==> src/rtl/rstcal_pkg.sv <==
package rstcal_pkg;

   typedef enum logic [1:0] {
      CMD_NOP      = 2'b00,
      CMD_ZQ_LONG  = 2'b01,
      CMD_ZQ_SHORT = 2'b10
   } zq_cmd_e;

   typedef enum logic [1:0] {
      ST_HOLD,
      ST_ISSUE,
      ST_CAL,
      ST_READY
   } seq_state_e;

   // request slot indices; lower index wins arbitration
   localparam int KIND_LONG  = 0;
   localparam int KIND_SHORT = 1;
   localparam int NUM_KINDS  = 2;

endpackage

==> src/rtl/rstcal_down_cnt.sv <==
module rstcal_down_cnt #(
   parameter int W       = 8,
   parameter int RST_VAL = 0
) (
   input  logic         clk,
   input  logic         arst_n,
   input  logic         load,
   input  logic [W-1:0] load_val,
   output logic         at_zero
);

   logic [W-1:0] cnt;

   always_ff @(posedge clk or negedge arst_n) begin
      if (!arst_n)          cnt <= W'(RST_VAL);
      else if (load)        cnt <= load_val;
      else if (cnt != '0)   cnt <= cnt - 1'b1;
   end

   assign at_zero = (cnt == '0);

endmodule

==> src/rtl/rstcal_req_queue.sv <==
module rstcal_req_queue #(
   parameter int NUM = 2
) (
   input  logic           clk,
   input  logic           arst_n,
   input  logic           accept,
   input  logic           flush,
   input  logic [NUM-1:0] req,
   input  logic [NUM-1:0] grant,
   output logic [NUM-1:0] pend,
   output logic [NUM-1:0] pick,
   output logic           any
);

   for (genvar i = 0; i < NUM; i++) begin : g_slot
      always_ff @(posedge clk or negedge arst_n) begin
         if (!arst_n)                  pend[i] <= 1'b0;
         else if (flush)               pend[i] <= 1'b0;
         else if (accept && req[i])    pend[i] <= 1'b1;
         else if (grant[i])            pend[i] <= 1'b0;
      end
   end

   always_comb begin
      logic taken;
      taken = 1'b0;
      for (int i = 0; i < NUM; i++) begin
         pick[i] = pend[i] && !taken;
         taken   = taken || pend[i];
      end
   end

   assign any = |pend;

   // no slot becomes pending while requests are not accepted
   a_r4_no_set_before_init: assert property (@(posedge clk) disable iff (!arst_n)
      (!accept) |=> ((pend & ~$past(pend)) == '0));

endmodule

==> src/rtl/dram_rstcal_seq.sv <==
module dram_rstcal_seq
   import rstcal_pkg::*;
#(
   parameter int PWR_HOLD_CLKS  = 160000,
   parameter int WARM_HOLD_CLKS = 80,
   parameter int INIT_ZQ_CLKS   = 512,
   parameter int LONG_ZQ_CLKS   = 256,
   parameter int SHORT_ZQ_CLKS  = 64
) (
   input  logic       clk,
   input  logic       pwr_good,
   input  logic       warm_rst_req,
   input  logic       dram_idle,
   input  logic       zq_long_req,
   input  logic       zq_short_req,
   output logic [1:0] cal_cmd,
   output logic       dram_rst_n,
   output logic       cal_busy,
   output logic       init_done
);

   localparam int MAX_A = (PWR_HOLD_CLKS > WARM_HOLD_CLKS) ? PWR_HOLD_CLKS : WARM_HOLD_CLKS;
   localparam int MAX_B = (INIT_ZQ_CLKS > LONG_ZQ_CLKS) ? INIT_ZQ_CLKS : LONG_ZQ_CLKS;
   localparam int MAX_C = (MAX_A > MAX_B) ? MAX_A : MAX_B;
   localparam int MAXV  = (MAX_C > SHORT_ZQ_CLKS) ? MAX_C : SHORT_ZQ_CLKS;
   localparam int CNT_W = $clog2(MAXV + 1);

   if (PWR_HOLD_CLKS < 2 || WARM_HOLD_CLKS < 1) begin : g_bad_hold
      $error("hold lengths too small");
   end
   if (INIT_ZQ_CLKS < 2 || LONG_ZQ_CLKS < 2 || SHORT_ZQ_CLKS < 2) begin : g_bad_win
      $error("calibration windows must be at least 2 clocks");
   end

   seq_state_e           state, state_d;
   zq_cmd_e              kind, kind_d;
   logic                 done_q, done_d;
   logic                 load, cnt_zero;
   logic [CNT_W-1:0]     load_val;
   logic                 warm_go;
   logic [NUM_KINDS-1:0] req_vec, grant_vec, pend, pick;
   logic                 any_pend;

   assign warm_go = warm_rst_req && done_q;

   assign req_vec[KIND_LONG]  = zq_long_req;
   assign req_vec[KIND_SHORT] = zq_short_req;

   rstcal_req_queue #(.NUM(NUM_KINDS)) u_queue (
      .clk    (clk),
      .arst_n (pwr_good),
      .accept (done_q),
      .flush  (warm_go),
      .req    (req_vec),
      .grant  (grant_vec),
      .pend   (pend),
      .pick   (pick),
      .any    (any_pend)
   );

   rstcal_down_cnt #(.W(CNT_W), .RST_VAL(PWR_HOLD_CLKS - 1)) u_cnt (
      .clk      (clk),
      .arst_n   (pwr_good),
      .load     (load),
      .load_val (load_val),
      .at_zero  (cnt_zero)
   );

   assign grant_vec = (state == ST_READY && dram_idle && any_pend && !warm_go)
                      ? pick : '0;

   always_comb begin
      state_d  = state;
      kind_d   = kind;
      done_d   = done_q;
      load     = 1'b0;
      load_val = '0;
      if (warm_go) begin
         state_d  = ST_HOLD;
         done_d   = 1'b0;
         load     = 1'b1;
         load_val = CNT_W'(WARM_HOLD_CLKS - 1);
      end else begin
         unique case (state)
            ST_HOLD: if (cnt_zero) begin
               state_d  = ST_ISSUE;
               kind_d   = CMD_ZQ_LONG;
               load     = 1'b1;
               load_val = CNT_W'(INIT_ZQ_CLKS - 1);
            end
            ST_ISSUE: state_d = ST_CAL;
            ST_CAL: if (cnt_zero) begin
               state_d = ST_READY;
               done_d  = 1'b1;
            end
            ST_READY: if (|grant_vec) begin
               state_d = ST_ISSUE;
               load    = 1'b1;
               if (grant_vec[KIND_LONG]) begin
                  kind_d   = CMD_ZQ_LONG;
                  load_val = CNT_W'(LONG_ZQ_CLKS - 1);
               end else begin
                  kind_d   = CMD_ZQ_SHORT;
                  load_val = CNT_W'(SHORT_ZQ_CLKS - 1);
               end
            end
            default: state_d = ST_HOLD;
         endcase
      end
   end

   always_ff @(posedge clk or negedge pwr_good) begin
      if (!pwr_good) begin
         state  <= ST_HOLD;
         kind   <= CMD_NOP;
         done_q <= 1'b0;
      end else begin
         state  <= state_d;
         kind   <= kind_d;
         done_q <= done_d;
      end
   end

   assign dram_rst_n = (state != ST_HOLD);
   assign cal_cmd    = (state == ST_ISSUE) ? kind : CMD_NOP;
   assign cal_busy   = (state == ST_ISSUE) || (state == ST_CAL);
   assign init_done  = done_q;

   // while reset is driven nothing else is active
   a_r1_quiet_in_reset: assert property (@(posedge clk) disable iff (!pwr_good)
      !dram_rst_n |-> (cal_cmd == CMD_NOP && !cal_busy && !init_done));

   // release of reset is accompanied by the long command
   a_r2_first_cmd_long: assert property (@(posedge clk) disable iff (!pwr_good)
      $rose(dram_rst_n) |-> (cal_cmd == CMD_ZQ_LONG));

   // a command lasts one cycle
   a_r2_cmd_single: assert property (@(posedge clk) disable iff (!pwr_good)
      (cal_cmd != CMD_NOP) |=> (cal_cmd == CMD_NOP));

   // init_done rises only as a window closes
   a_r3_done_after_window: assert property (@(posedge clk) disable iff (!pwr_good)
      $rose(init_done) |-> (!cal_busy && $past(cal_busy)));

   // post-init commands need idle at the issuing edge
   a_r9_idle_gate: assert property (@(posedge clk) disable iff (!pwr_good)
      (cal_cmd != CMD_NOP && init_done) |-> $past(dram_idle));

   // a pending long request wins when a slot opens
   a_r8_long_first: assert property (@(posedge clk) disable iff (!pwr_good)
      (state == ST_READY && pend[KIND_LONG] && dram_idle && !warm_go)
      |=> (cal_cmd == CMD_ZQ_LONG));

endmodule

==> config.mk <==
export PLATFORM = sky130hd
export DESIGN_NAME = dram_rstcal_seq
export DESIGN_NICKNAME = d
export VERILOG_FILES = /design/src/rtl/rstcal_pkg.sv /design/src/rtl/rstcal_down_cnt.sv /design/src/rtl/rstcal_req_queue.sv /design/src/rtl/dram_rstcal_seq.sv
export SDC_FILE = /design/constraint.sdc
export NUM_CORES = 1
export LEC_CHECK = 0
export ABC_AREA = 1
export ABC_CLOCK_PERIOD_IN_PS = 2210
export BUFFER_PORTS_ARGS = -buffer_cell sky130_fd_sc_hd__buf_4
export CELL_PAD_IN_SITES_DETAIL_PLACEMENT = 1
export CELL_PAD_IN_SITES_GLOBAL_PLACEMENT = 1
export CORE_MARGIN = 5
export CORE_UTILIZATION = 45
export DETAILED_ROUTE_END_ITERATION = 6
export GPL_TIMING_DRIVEN = 0
export PLACE_DENSITY_LB_ADDON = 0.08
export RECOVER_POWER = 50
export SETUP_SLACK_MARGIN = 0.05
export SYNTH_ARGS = -nofsm -noshare
export SYNTH_HDL_FRONTEND = slang
export SYNTH_SLANG_ARGS = --single-unit
==> constraint.sdc <==
create_clock -name clk -period 2.21 [get_ports clk]
set_input_delay 0.3315 -clock clk [delete_from_list [all_inputs] [get_ports clk]]
set_output_delay 0.3315 -clock clk [all_outputs]
set_load 0.005 [all_outputs]
[Word level (Yosys, flattened, before mapping)]
Index checks and enable logic that the tools add are counted.
Storage, ports and cells
  flip-flop bits (word level): 25
  output and inout port bits: 5
  bits of input ports: 6
Operators by class
  reduce and logical (&&, ||, !) cells: 25
  mux-type cells: 30
  equal/unequal tests: 8
  add/subtract/negate cells: 1
  bitwise logic cells: 1
Operators by type and width (count)
  2-to-1 mux 18 bit: 2
  logical NOT 18 bit: 1
  2-to-1 mux 9 bit: 2
  case mux 9 bit (2 select lines): 1
  nonzero test 18 bit: 1
  subtractor 18 x 1 -> 18 bit, second input constant: 1
  2-to-1 mux 2 bit: 8
  2-to-1 mux 8 bit: 2
  2-to-1 mux 1 bit: 12
  nonzero test 2 bit: 5
  case mux 2 bit (4 select lines): 1
  logical AND 1 bit: 7
  != test 3 bit, second input constant: 2
  nonzero test 3 bit: 2
  equality test 2 bit, second input constant: 2
  case mux 2 bit (2 select lines): 1
  AND reduction 4 bit: 1
  OR reduction 2 bit: 2
  != test 3 x 2 -> 1 bit, second input constant: 1
  AND reduction 3 bit: 1
  equality test 2 x 1 -> 1 bit, second input constant: 1
  logical NOT 1 bit: 2
  logical NOT 2 bit: 1
  != test 2 x 1 -> 1 bit, second input constant: 1
  other kinds (5): 5

[Depth between registers and ports, before layout]
Gate-level depths: netlist of the first run.
  depth after elaboration: 10
  gate-level depth with buffers: 12
  depth with buffers taken out: 12

[Hierarchy]
A second synthesis of the first run with hierarchy kept.
Unflattened totals
  cell total of the unflattened synthesis: 262
  area total of the unflattened synthesis: 1829.3 um^2
By module, submodules not included
  rstcal_down_cnt: instances 1, sequential area each 465.4 um^2, area each 1255.0 um^2, cells each 180
  dram_rstcal_seq: instances 1, sequential area each 125.1 um^2, area each 470.5 um^2, cells each 68
  rstcal_req_queue: instances 1, sequential area each 50.0 um^2, area each 103.8 um^2, cells each 14

[Worst setup path before layout of the first run]
No wires, ideal clock.
  path kind: register to register
  from: register u_cnt.cnt[0]
  to: register u_cnt.cnt[10]
  buffers on the path: 1
  required time: 2.085 ns
  arrival time: 1.523 ns
  clock period less this slack: 1.648 ns
  cell stages (with the launch flop): 12
  setup slack: 0.562 ns
  cells stage by stage: dfstp_2 > inv_1 > ha_1 > nand2_2 > nor2_4 > nand2_2 > inv_2 > nand2_2 > buf_6 > nand3_1 > xor2_1 > nor2_1
On the way
  cells in the longest elaborated chain, start to end: 5
RTL lines
  from (decl): line rstcal_down_cnt.sv:12  | logic [W-1:0] cnt;
  from (signal assigned): line rstcal_down_cnt.sv:15  | if (!arst_n) cnt <= W'(RST_VAL);
  from (signal assigned): line rstcal_down_cnt.sv:16  | else if (load) cnt <= load_val;
  from (signal assigned): line rstcal_down_cnt.sv:17  | else if (cnt != '0) cnt <= cnt - 1'b1;
  parallel branches: the longest is 5 deep, another holds subtractor 18 x 1 -> 18 bit
Parallel ways; which one is timed is not known. The select of a mux whose other input is x is not followed.
A chain may end at the register's enable or synchronous reset.

[Worst setup path after layout of the first run]
Ends and elaborated chain as after synthesis.

==> results of run 1 <==
worst register-to-register path, delay by kind of cell, from the launching register on:
family | cells | cell delay [ps]
xor+xnor | 1 | 150
buf+inv | 3 | 260
fa+ha+maj | 1 | 260
flops | 1 | 540
simple gates | 6 | 540
registers in the layout, indices dropped and copies added, names as in the netlist:
name,count
u_queue.pend,2
state,2
kind,2
u_cnt.cnt,18
init_done,1
path summary, 6_finish.rpt:
check,end,startpoint,cells after the start
hold reg to reg,kind[1],kind[1],2
setup reg to reg,u_cnt.cnt[10],u_cnt.cnt[0],11
hold / removal,u_queue.pend[1],zq_short_req,3
max in group asynchronous,u_queue.pend[0],pwr_good,2
min in group asynchronous,u_cnt.cnt[11],pwr_good,2
setup / recovery,u_cnt.cnt[10],u_cnt.cnt[0],11
power groups by stage:
stage | sequential, mW | combinational, mW | clock [mW]
final | 0.860 | 1.14 | 0.220
after global routing | 0.886 | 1.30 | 0.246
after CTS | 0.863 | 1.16 | 0.226
after floorplan | 0.828 | 0.868 | 0
after global placement | 0.857 | 1.09 | 0
after detailed placement | 0.873 | 1.15 | 0
cells by family (layout without fill, tap and decap cells):
family	Yosys count	count (layout)	share of synthesized area
adder cells (fa/ha/maj)	6	6	0.0478
XOR/XNOR	14	14	0.0781
flip-flops	25	25	0.408
AO/OA/AOI/OAI	15	15	0.0550
AND/OR/NAND/NOR	102	102	0.330
buffers and inverters	30	45	0.0813
placed cells by master, fill, tap and decap left out:
cell type / synthesis / layout
nand2_1: 29 / 29
nor2_1: 26 / 26
inv_1: 25 / 25
nand3_1: 15 / 16
dfrtp_1: 13 / 13
dfstp_2: 12 / 12
nor3_1: 9 / 9
xor2_1: 8 / 8
buf_4: 0 / 8
nand2_2: 7 / 7
xnor2_1: 6 / 6
ha_1: 6 / 6
o21ai_1: 5 / 5
o21ai_0: 4 / 4
clkbuf_4: 0 / 4
nor2_2: 3 / 3
a21oi_1: 3 / 3
nand3_2: 4 / 3
nand4_1: 3 / 3
buf_6: 2 / 2
inv_2: 2 / 2
o2111ai_1: 2 / 2
nor2_4: 1 / 1
nand4_2: 1 / 1
nand2_4: 1 / 1
a21oi_2: 1 / 1
nand3_4: 1 / 1
buf_1: 1 / 1
or2_2: 1 / 1
nand3b_2: 1 / 1
clkinv_2: 0 / 1
dlygate4sd3_1: 0 / 1
clkbuf_1: 0 / 1
layer usage:
metal / routed length, um / global-route usage / vias up / share of wire
met2: 1840 / 0.297 / 10 / 0.53
met5: 0 / 0 / - / 0
li1: - / - / 643 / -
met1: 1550 / 0.189 / 628 / 0.44
met3: 66 / 0.0291 / 2 / 0.019
met4: 29 / 0.0390 / 0 / 0.0083
layout make-up:
class / instances / area, um^2
multi-input combinational: 137 / 797
buffer: 3 / 26.3
fill: 446 / 1630
tap: 46 / 57.6
timing repair buffer: 11 / 81.3
inverter: 27 / 101
clock buffer: 3 / 22.5
sequential: 25 / 641
clock inverter: 1 / 5.00
stage by stage:
| step | hold slack (ps) | util |
|---|---|---|
| final | 239 | 0.515 |
| after global routing | 221 | 0.515 |
| after CTS | 233 | 0.517 |
| after detailed placement | 261 | 0.506 |
| after global placement | 250 | 0.506 |
| after floorplan | 35.9 | - |
synth_stat cells (all sizes together):
master and instances:
a21oi 4, buf 3, dfrtp 13, dfstp 12, ha 6, inv 27, nand2 37, nand3 20
nand3b 1, nand4 4, nor2 30, nor3 9, o2111ai 2, o21ai 9, or2 1, xnor2 6
xor2 8
==> metrics.yaml, run 1 <==
fin_nets: 220
synth_cells: 192
first_global_vias: 1413
first_pass_iters: 4
drv_cap: 0
ys_seq_area_frac: 0.408
core_area_um2: 3360
pwr-share-comb: 0.513
synth_top_area_cell: "dfrtp_1"
htree_levels: 1
cts_root_buf: "clkbuf_4"
portBuffers: 10
num_rows: 21
period_share: 0.837
swShare: 0.450
path_common_cell: "nand2_2"
drv_slew: 0
grtUsageTotal: 0.160
vias: 1283
p_int_mw: 1.22
top_level_ports: 11
place_hpwl_um: 2720
cp.required_ps: 2430
clock.fmax_ghz: 0.541
floorplan.initialDensity: 0.467
slowest_delay_ps: 540
hp-class: "in2reg"
finClkSkew_ps: 6.83
ys_seq_elements: 25
wl_per_cell_um: 13.7
routed_wl_um: 3480
total_power_mw: 2.22
clk_pin_slew_ps: 140
setup_ws_ps: 361
place_ws_ps: 390
place_area_um2: 1700
crit_family: "flip-flops"
power.switching_uw: 998
cts_tree: "yes"
die_height_um: 69.1
vias_per_cell: 5.07
place_congestion: 0.819
rsz0062_at_grt: "false"
postCtsSetupRepairBufs: 0
ir_drop_uv: 689
syn_area_um2: 1570
syn_area_per_cell_um2: 8.18
insertion_delay_ps: 330
die_w_um: 69.1
overflow: 0
cp_slowest_cell: "dfstp_2"
hold_viol: 0
drc: 0
max_slew_margin: 0.0864
drtIter0Drc: 48
syn_nets: 204
clkPwrFrac: 0.099
leakage_nw: 0.875
dp.cells: 248
status: "completed"
area_delta_synth_final_pct: 10.3
synthTopCellsByArea: "dfrtp_1 (21%), dfstp_2 (20%), nand2_1 (6.9%)"
setup_tns_ps: 0
synth_top_area_share: 0.207
powerDensity_nw_per_um2: 1280
cp_num_buf_inv: 3
worstPathArrival_ps: 2070
ys_warn_count: 0
cts_buffer_depth: 2
period_needed_ps: 1850
power_frac_seq: 0.388
design_area_um2: 1730
die_area_um2: 4770
antenna_found_initial: 0
critPathMaxFanout: 10
path_cells: "inv_1, ha_1, nand2_2, nor2_4, nand2_2, inv_2, nand2_2, buf_6, nand3_1, xor2_1, nor2_1"
setup_violations: 0
drive_gt1_frac: 0.237
antenna_cells: 0
clock_sinks: 25
synth_cell_types: 28
ant_nets: 0
regToRegSetupSlack_ps: 360
cp-end-kind: "register"
grt_max_degree: 26
grt_pass1_wl_um: 6310
cts.hold.buffers_added: 1
critPathKind: "reg2reg"
crit_path_start_kind: "register"
fin_cells: 253
cts_buffers: 3
post_cts_resized: 0
worstMarginPinSlew_ps: 1370
No activity file was read; power rests on OpenSTA's default activity.
==> inputs of run 2 (changes only) <==
- ABC_AREA: 1 -> 0
- ABC_CLOCK_PERIOD_IN_PS: 2210 -> 1600
- CORE_UTILIZATION: 45 -> 41
- clock period: 2.21 -> 1.6 ns (I/O delays scaled with it)
==> run 2 against run 1 <==
Net effect: the run now ends with negative setup slack left; maximum frequency fell by 2.8%; critical path depth fell by 4; sequential power rose by 58%; wire length rose by 32%; worst hold slack got worse by 88 ps; design area rose by 29%; largest cell class unchanged; largest power group unchanged.
==> metrics.yaml, run 2 <==
status: "complete, but fails checks"
violations: "negative setup slack"
cp_slowest_cell: "or4_4"
r2r_cells: 7  # -4
ys_seq_area_frac: 0.424  # +0.0159
synth_cells: 157  # -18%
cts_tree: "yes"
synth_top_area_share: 0.215  # +0.00806
setup_violations: 23  # +23
core_area_um2: 3610  # +7.2%
leakage_nw: 0.911  # +4.1%
min_to: "init_done"
antenna_cells: 0  # unchanged
place_congestion: 0.803  # -1.9%
vias_per_cell: 5.56  # +9.6%
worstMarginPinSlew_ps: 656  # -715 ps
floorplan.initialDensity: 0.419  # -0.0477
htree_levels: 1  # unchanged
grt_pass1_wl_um: 7270  # +15%
routed_wl_um: 4580  # +32%
max_slew_margin: 0.563  # +0.476
grtUsageTotal: 0.183  # +0.0230
async_reset_ff_frac: 1.00  # unchanged
overflow: 0  # unchanged
synth_cell_types: 50  # +79%
vias: 1395  # +8.7%
die_height_um: 70.7  # +2.4%
ir_drop_uv: 1170  # +70%
die_w_um: 70.7  # +2.4%
hold_viol: 0  # unchanged
top_register: "u_cnt.cnt"
fin_nets: 216  # -1.8%
drtIter0Drc: 72  # +50%
path_common_cell: "buf_6"
ys_top_cells_by_count: "nor2_1 (17), nand2_1 (16), dfrtp_1 (13)"
powerDensity_nw_per_um2: 1780  # +39%
ant_nets: 0  # unchanged
finClkSkew_ps: 6.40  # -0.429 ps
hp-class: "in2reg"
period_needed_ps: 1900  # +52.4 ps
layout.cells.most_common: "buf_4"
cts_buffers: 3  # unchanged
critPathKind: "reg2reg"
synth-edff-count: 0  # unchanged
first_pass_iters: 4  # unchanged
grt_max_degree: 26  # unchanged
drv_cap: 0  # unchanged
final_cell_mix: "buf_4 (31), nor2_1 (14), nand2_1 (12), dfrtp_1 (12), dfstp_2 (12)"
wl_per_cell_um: 18.3  # +33%
insertion_delay_ps: 280  # -50 ps
portBuffers: 10  # unchanged
regToRegSetupSlack_ps: -300  # -660 ps
place_ws_ps: -382  # -772 ps
syn_area_per_cell_um2: 9.63  # +18%
syn_area_um2: 1510  # -3.7%
r2r_start: "u_cnt.cnt[4]"
setup_ws_ps: -301  # -662 ps
ys_warn_count: 0  # unchanged
drv_slew: 0  # unchanged
path_cells: "or4_4, buf_6, nor3_4, buf_6, nand2_1, mux2_2, nor2_1"
die_area_um2: 5000  # +4.8%
setup_tns_ps: -4820  # -4820 ps
clock_sinks: 25  # unchanged
antenna_found_initial: 0  # unchanged
cp_num_buf_inv: 2  # -1
synth_top_area_cell: "dfrtp_1"
crit_path_start_kind: "register"
top_level_ports: 11  # unchanged
period_share: 1.19  # +0.352
ys_seq_elements: 25  # unchanged
synthTopCellsByArea: "dfrtp_1 (22%), dfstp_2 (21%), ha_1 (5.0%)"
drive_gt1_frac: 0.517  # +0.281
clock.fmax_ghz: 0.526  # -2.8%
clk_pin_slew_ps: 90  # -50 ps
drc: 0  # unchanged
critPathMaxFanout: 4  # -6
min-delay-start: "warm_rst_req"
ys.flop_type: "dfrtp_1"
syn_nets: 169  # -17%
area_delta_synth_final_pct: 47.3
crit_family: "simple AND/OR/NAND/NOR gates"
rsz0062_at_grt: "true"
num_rows: 22  # +4.8%
place_hpwl_um: 2670  # -1.9%
timing.rr.end: "u_cnt.cnt[9]"
cp-end-kind: "register"
slowest_delay_ps: 560  # +20 ps
first_global_vias: 1493  # +5.7%
worstHoldPathCells: 2  # -1
yosysMostFrequentCell: "nor2_1"
cp-startpoint: "u_cnt.cnt[4]"
cp_num_cells: 7  # -4
cts_root_buf: "clkbuf_8"
cp.required_ps: 1810  # -620 ps
worstPathArrival_ps: 2110  # +40 ps
largest_reg_flops: 18  # unchanged
cts_buffer_depth: 2  # unchanged
[run 2: cell types whose count changed in the layout (fill, tap and decap cells not counted), moves of 5 or more]
| cell | previous run | this run |
|---|---|---|
| buf_4 | 8 | 31 |
| buf_6 | 2 | 10 |
| nor3_1 | 9 | 2 |
| nor2_1 | 26 | 14 |
| inv_1 | 25 | 4 |
| nand2_1 | 29 | 12 |
| nand3_1 | 16 | 3 |
| and2_1 | 0 | 5 |
[run 2: per-stage QoR]
stage	instances	util	hold WS (ps)	area (um^2)	total power [mW]
detailed placement	215	0.484	168	1750	2.78
global route	251	0.617	159	2230	4.26
global placement	215	0.484	161	1750	2.71
CTS	244	0.584	147	2110	3.73
floorplan	157	-	-55.6	1610	2.38
finish	251	0.617	151	2230	3.96
[run 2: repair_timing]
item                                    in CTS  in global routing
hold buffers                                 1                  0
gates resized for setup                     28                 18
endpoints found under the setup margin      25                 27
pin swaps                                   17                 13
setup buffers                               24                  7
hold endpoints to repair                    13                  0
[run 2: routing by layer]
metal,vias to the layer above,track usage,part of all wire
li1,656,-,-
met1,712,0.212,0.41
met2,22,0.337,0.55
met3,5,0.0313,0.029
met4,0,0.0647,0.011
met5,-,0,0
[run 2: area by class of cell]
cell class                 instances  area [um^2]
buffer                             2         16.3
clock buffer                       4         45.0
fill                             400         1380
inverter                           7         26.3
multi-input combinational        123         1090
sequential                        25          642
tap                               48         60.1
timing repair buffer              42          349
[run 2: cell families after synthesis]
| group | after synthesis | share of synthesized area |
|---|---|---|
| AOI/OAI and AO/OA | 27 | 0.118 |
| xor gates and xnor gates | 9 | 0.0521 |
| buffers and inverters | 9 | 0.0273 |
| and+or+nand+nor | 76 | 0.296 |
| muxes | 5 | 0.0339 |
| DFF | 25 | 0.424 |
| adders and majority gates | 6 | 0.0497 |
[run 2: worst max path at each step]
| stage | to | slack (ps) |
|---|---|---|
| after floorplan | kind[0] | -190 |
| after global placement | kind[0] | -360 |
| after detailed placement | kind[0] | -380 |
| after CTS | u_cnt.cnt[17] | -250 |
| after global routing | u_cnt.cnt[9] | -380 |
| final | u_cnt.cnt[9] | -300 |
[run 2: power by group]
part	internal (mW)	switching [mW]
sequential	0.987	0.377
clock	0.179	0.207
combinational	1.11	1.10
total	2.28	1.68
==> inputs of run 3 (changes only) <==
--- a/config.mk
+++ b/config.mk
@@ -11,4 +11,5 @@
 export CELL_PAD_IN_SITES_DETAIL_PLACEMENT = 1
 export CELL_PAD_IN_SITES_GLOBAL_PLACEMENT = 1
+export CORE_ASPECT_RATIO = 1.4
 export CORE_MARGIN = 5
 export CORE_UTILIZATION = 41
@@ -17,5 +18,4 @@
 export PLACE_DENSITY_LB_ADDON = 0.08
 export RECOVER_POWER = 50
-export SETUP_SLACK_MARGIN = 0.05
 export SYNTH_ARGS = -nofsm -noshare
 export SYNTH_HDL_FRONTEND = slang
==> constraint.sdc (replaced) <==
create_clock -name clk -period 1.6 [get_ports clk]
set_input_delay 0.08 -clock clk [delete_from_list [all_inputs] [get_ports clk]]
set_output_delay 0.08 -clock clk [all_outputs]
set_load 0.005 [all_outputs]
==> run 3 against run 2 <==
Net effect: the flow still finishes with violations (negative setup slack); count of clock-buffer cells in the layout shrank 1; clock power grew 8.3%; wire length shrank 9.5%; critical path depth shrank 2; combinational power shrank 18%; sequential share of layout area grew 2.7 points; worst hold slack lost 100 ps; first-iteration DRC count shrank 26%; via count shrank 5.7%; register-to-register slack gained 20 ps; critical path type unchanged; largest power group unchanged.
==> metrics.yaml, run 3 (synthesized netlist as in run 2, its figures left out) <==
clock_sinks: 25  # unchanged
cp.required_ps: 1790  # -20 ps
drtIter0Drc: 53  # -26%
cp-startpoint: "u_cnt.cnt[15]"
overflow: 0  # unchanged
p_int_mw: 2.08  # -8.6%
r2r_cells: 5  # -2
cts_buffers: 3  # unchanged
pwr-share-comb: 0.501  # -0.057
die_area_um2: 5020  # +0.35%
critPathKind: "reg2reg"
ant_nets: 0  # unchanged
floorplan.initialDensity: 0.419  # -0.000581
hold_viol: 0  # unchanged
worstPathArrival_ps: 2070  # -40 ps
place_congestion: 0.756  # -5.9%
min-delay-start: "zq_short_req"
fin_cells: 228  # -9.2%
drv_cap: 0  # unchanged
clock.fmax_ghz: 0.533  # +1.3%
place_hpwl_um: 2770  # +4.0%
final_cell_mix: "buf_4 (21), nor2_1 (15), nand2_1 (14)"
cts_tree: "yes"
critPathMaxFanout: 7  # +3
r2r_start: "u_cnt.cnt[15]"
antenna_cells: 0  # unchanged
portBuffers: 10  # unchanged
layout.cells.most_common: "buf_4"
insertion_delay_ps: 290  # about the same
worstMarginPinSlew_ps: 653  # -3.33 ps
wl_per_cell_um: 18.2  # -0.34%
rsz0062_at_grt: "true"
area_delta_synth_final_pct: 34.9
period_needed_ps: 1880  # -24.2 ps
first_global_vias: 1416  # -5.2%
worstHoldPathCells: 3  # +1
ir_drop_uv: 1010  # -14%
cts_buffer_depth: 2  # unchanged
drive_gt1_frac: 0.446  # -0.0710
finClkSkew_ps: 8.53  # +2.13 ps
num_rows: 26  # +18%
grt_max_degree: 26  # unchanged
first_pass_iters: 4  # unchanged
grtUsageTotal: 0.184  # +0.000414
period_share: 1.17  # -0.0151
top_register: "u_cnt.cnt"
routed_wl_um: 4150  # -9.5%
status: "complete, but fails checks"
grt_pass1_wl_um: 6870  # -5.5%
regToRegSetupSlack_ps: -280  # +20 ps
design_area_um2: 2040  # -8.4%
power.switching_mw: 1.56  # -7.2%
dp.cells: 209  # -2.8%
crit_path_start_kind: "register"
top_level_ports: 11  # unchanged
place_area_um2: 1720  # -1.5%
vias_per_cell: 5.77  # +3.9%
setup_violations: 23  # unchanged
min_to: "u_queue.pend[1]"
swShare: 0.429  # +0.00368
powerDensity_nw_per_um2: 1790  # +0.50%
cts_root_buf: "clkbuf_8"
vias: 1316  # -5.7%
violations: "negative setup slack"
total_power_mw: 3.64  # -8.0%
clk_pin_slew_ps: 100  # about the same
leakage_nw: 0.818  # -10%
core_area_um2: 3610  # +0.14%
power_frac_seq: 0.385  # +0.040
fin_nets: 199  # -7.9%
timing.rr.end: "kind[0]"
htree_levels: 1  # unchanged
antenna_found_initial: 0  # unchanged
die_w_um: 61.3  # -13%
clkPwrFrac: 0.114  # +0.017
setup_ws_ps: -277  # +24.2 ps
hp-class: "in2reg"
die_height_um: 81.8  # +16%
cp-end-kind: "register"
drc: 0  # unchanged
max_slew_margin: 0.565  # +0.00222
drv_slew: 0  # unchanged
largest_reg_flops: 18  # unchanged
run 3: area by class of cell:
type	count	area [um^2]
sequential	25	642
clock inverter	1	7.51
clock buffer	3	41.3
inverter	7	26.3
fill	423	1570
tap	42	52.6
multi-input combinational	123	1060
buffer	1	5.00
timing repair buffer	26	205
run 3: power by group through the flow:
stage | clock, mW | combinational, mW | sequential, mW
final | 0.417 | 1.82 | 1.40
after global routing | 0.457 | 2.03 | 1.45
after CTS | 0.421 | 1.54 | 1.35
after detailed placement | 0 | 1.38 | 1.36
after global placement | 0 | 1.33 | 1.33
after floorplan | 0 | 1.06 | 1.28
run 3: how the worst max path moves through the flow:
stage / end / slack (ps) / cells past startpoint
6_report: kind[0] / -280 / 5
5_1_grt: kind[0] / -360 / 5
4_1_cts: kind[0] / -250 / 7
3_5_place_dp: kind[0] / -400 / 6
3_3_place_gp: kind[0] / -340 / 6
2_1_floorplan: kind[0] / -190 / 8
run 3: critical path, stage by stage (launching register included):
cell     delay, ps
dfrtp_2        450
nor4_4         420
nand4_4        170
or3_4          450
a21o_1         180
o21a_1         100
run 3: per-layer routing:
| layer | up-vias | GRT usage | part of all wire | wire length, um |
|---|---|---|---|---|
| met2 | 11 | 0.319 | 0.53 | 2190 |
| met5 | - | 0 | 0 | 0 |
| li1 | 626 | - | - | - |
| met1 | 670 | 0.230 | 0.44 | 1810 |
| met4 | 0 | 0.0564 | 0.022 | 90 |
| met3 | 9 | 0.0236 | 0.015 | 62 |
run 3: timing repair:
action,4_1_cts,5_1_grt
pin swaps,12,19
hold endpoints to repair,26,0
setup endpoints to repair,23,23
resized for setup,12,23
hold buffers,2,0
buffers inserted,8,6
run 3: per-stage QoR:
| step | setup TNS, ps | hold slack (ps) | setup slack, ps | util |
|---|---|---|---|---|
| floorplan | -975 | -216 | -191 | - |
| global placement | -4500 | 0.969 | -340 | 0.476 |
| detailed placement | -5620 | 9.59 | -395 | 0.476 |
| CTS | -4570 | 48.2 | -249 | 0.523 |
| global route | -5990 | 71.7 | -357 | 0.564 |
| finish | -4110 | 48.6 | -277 | 0.564 |
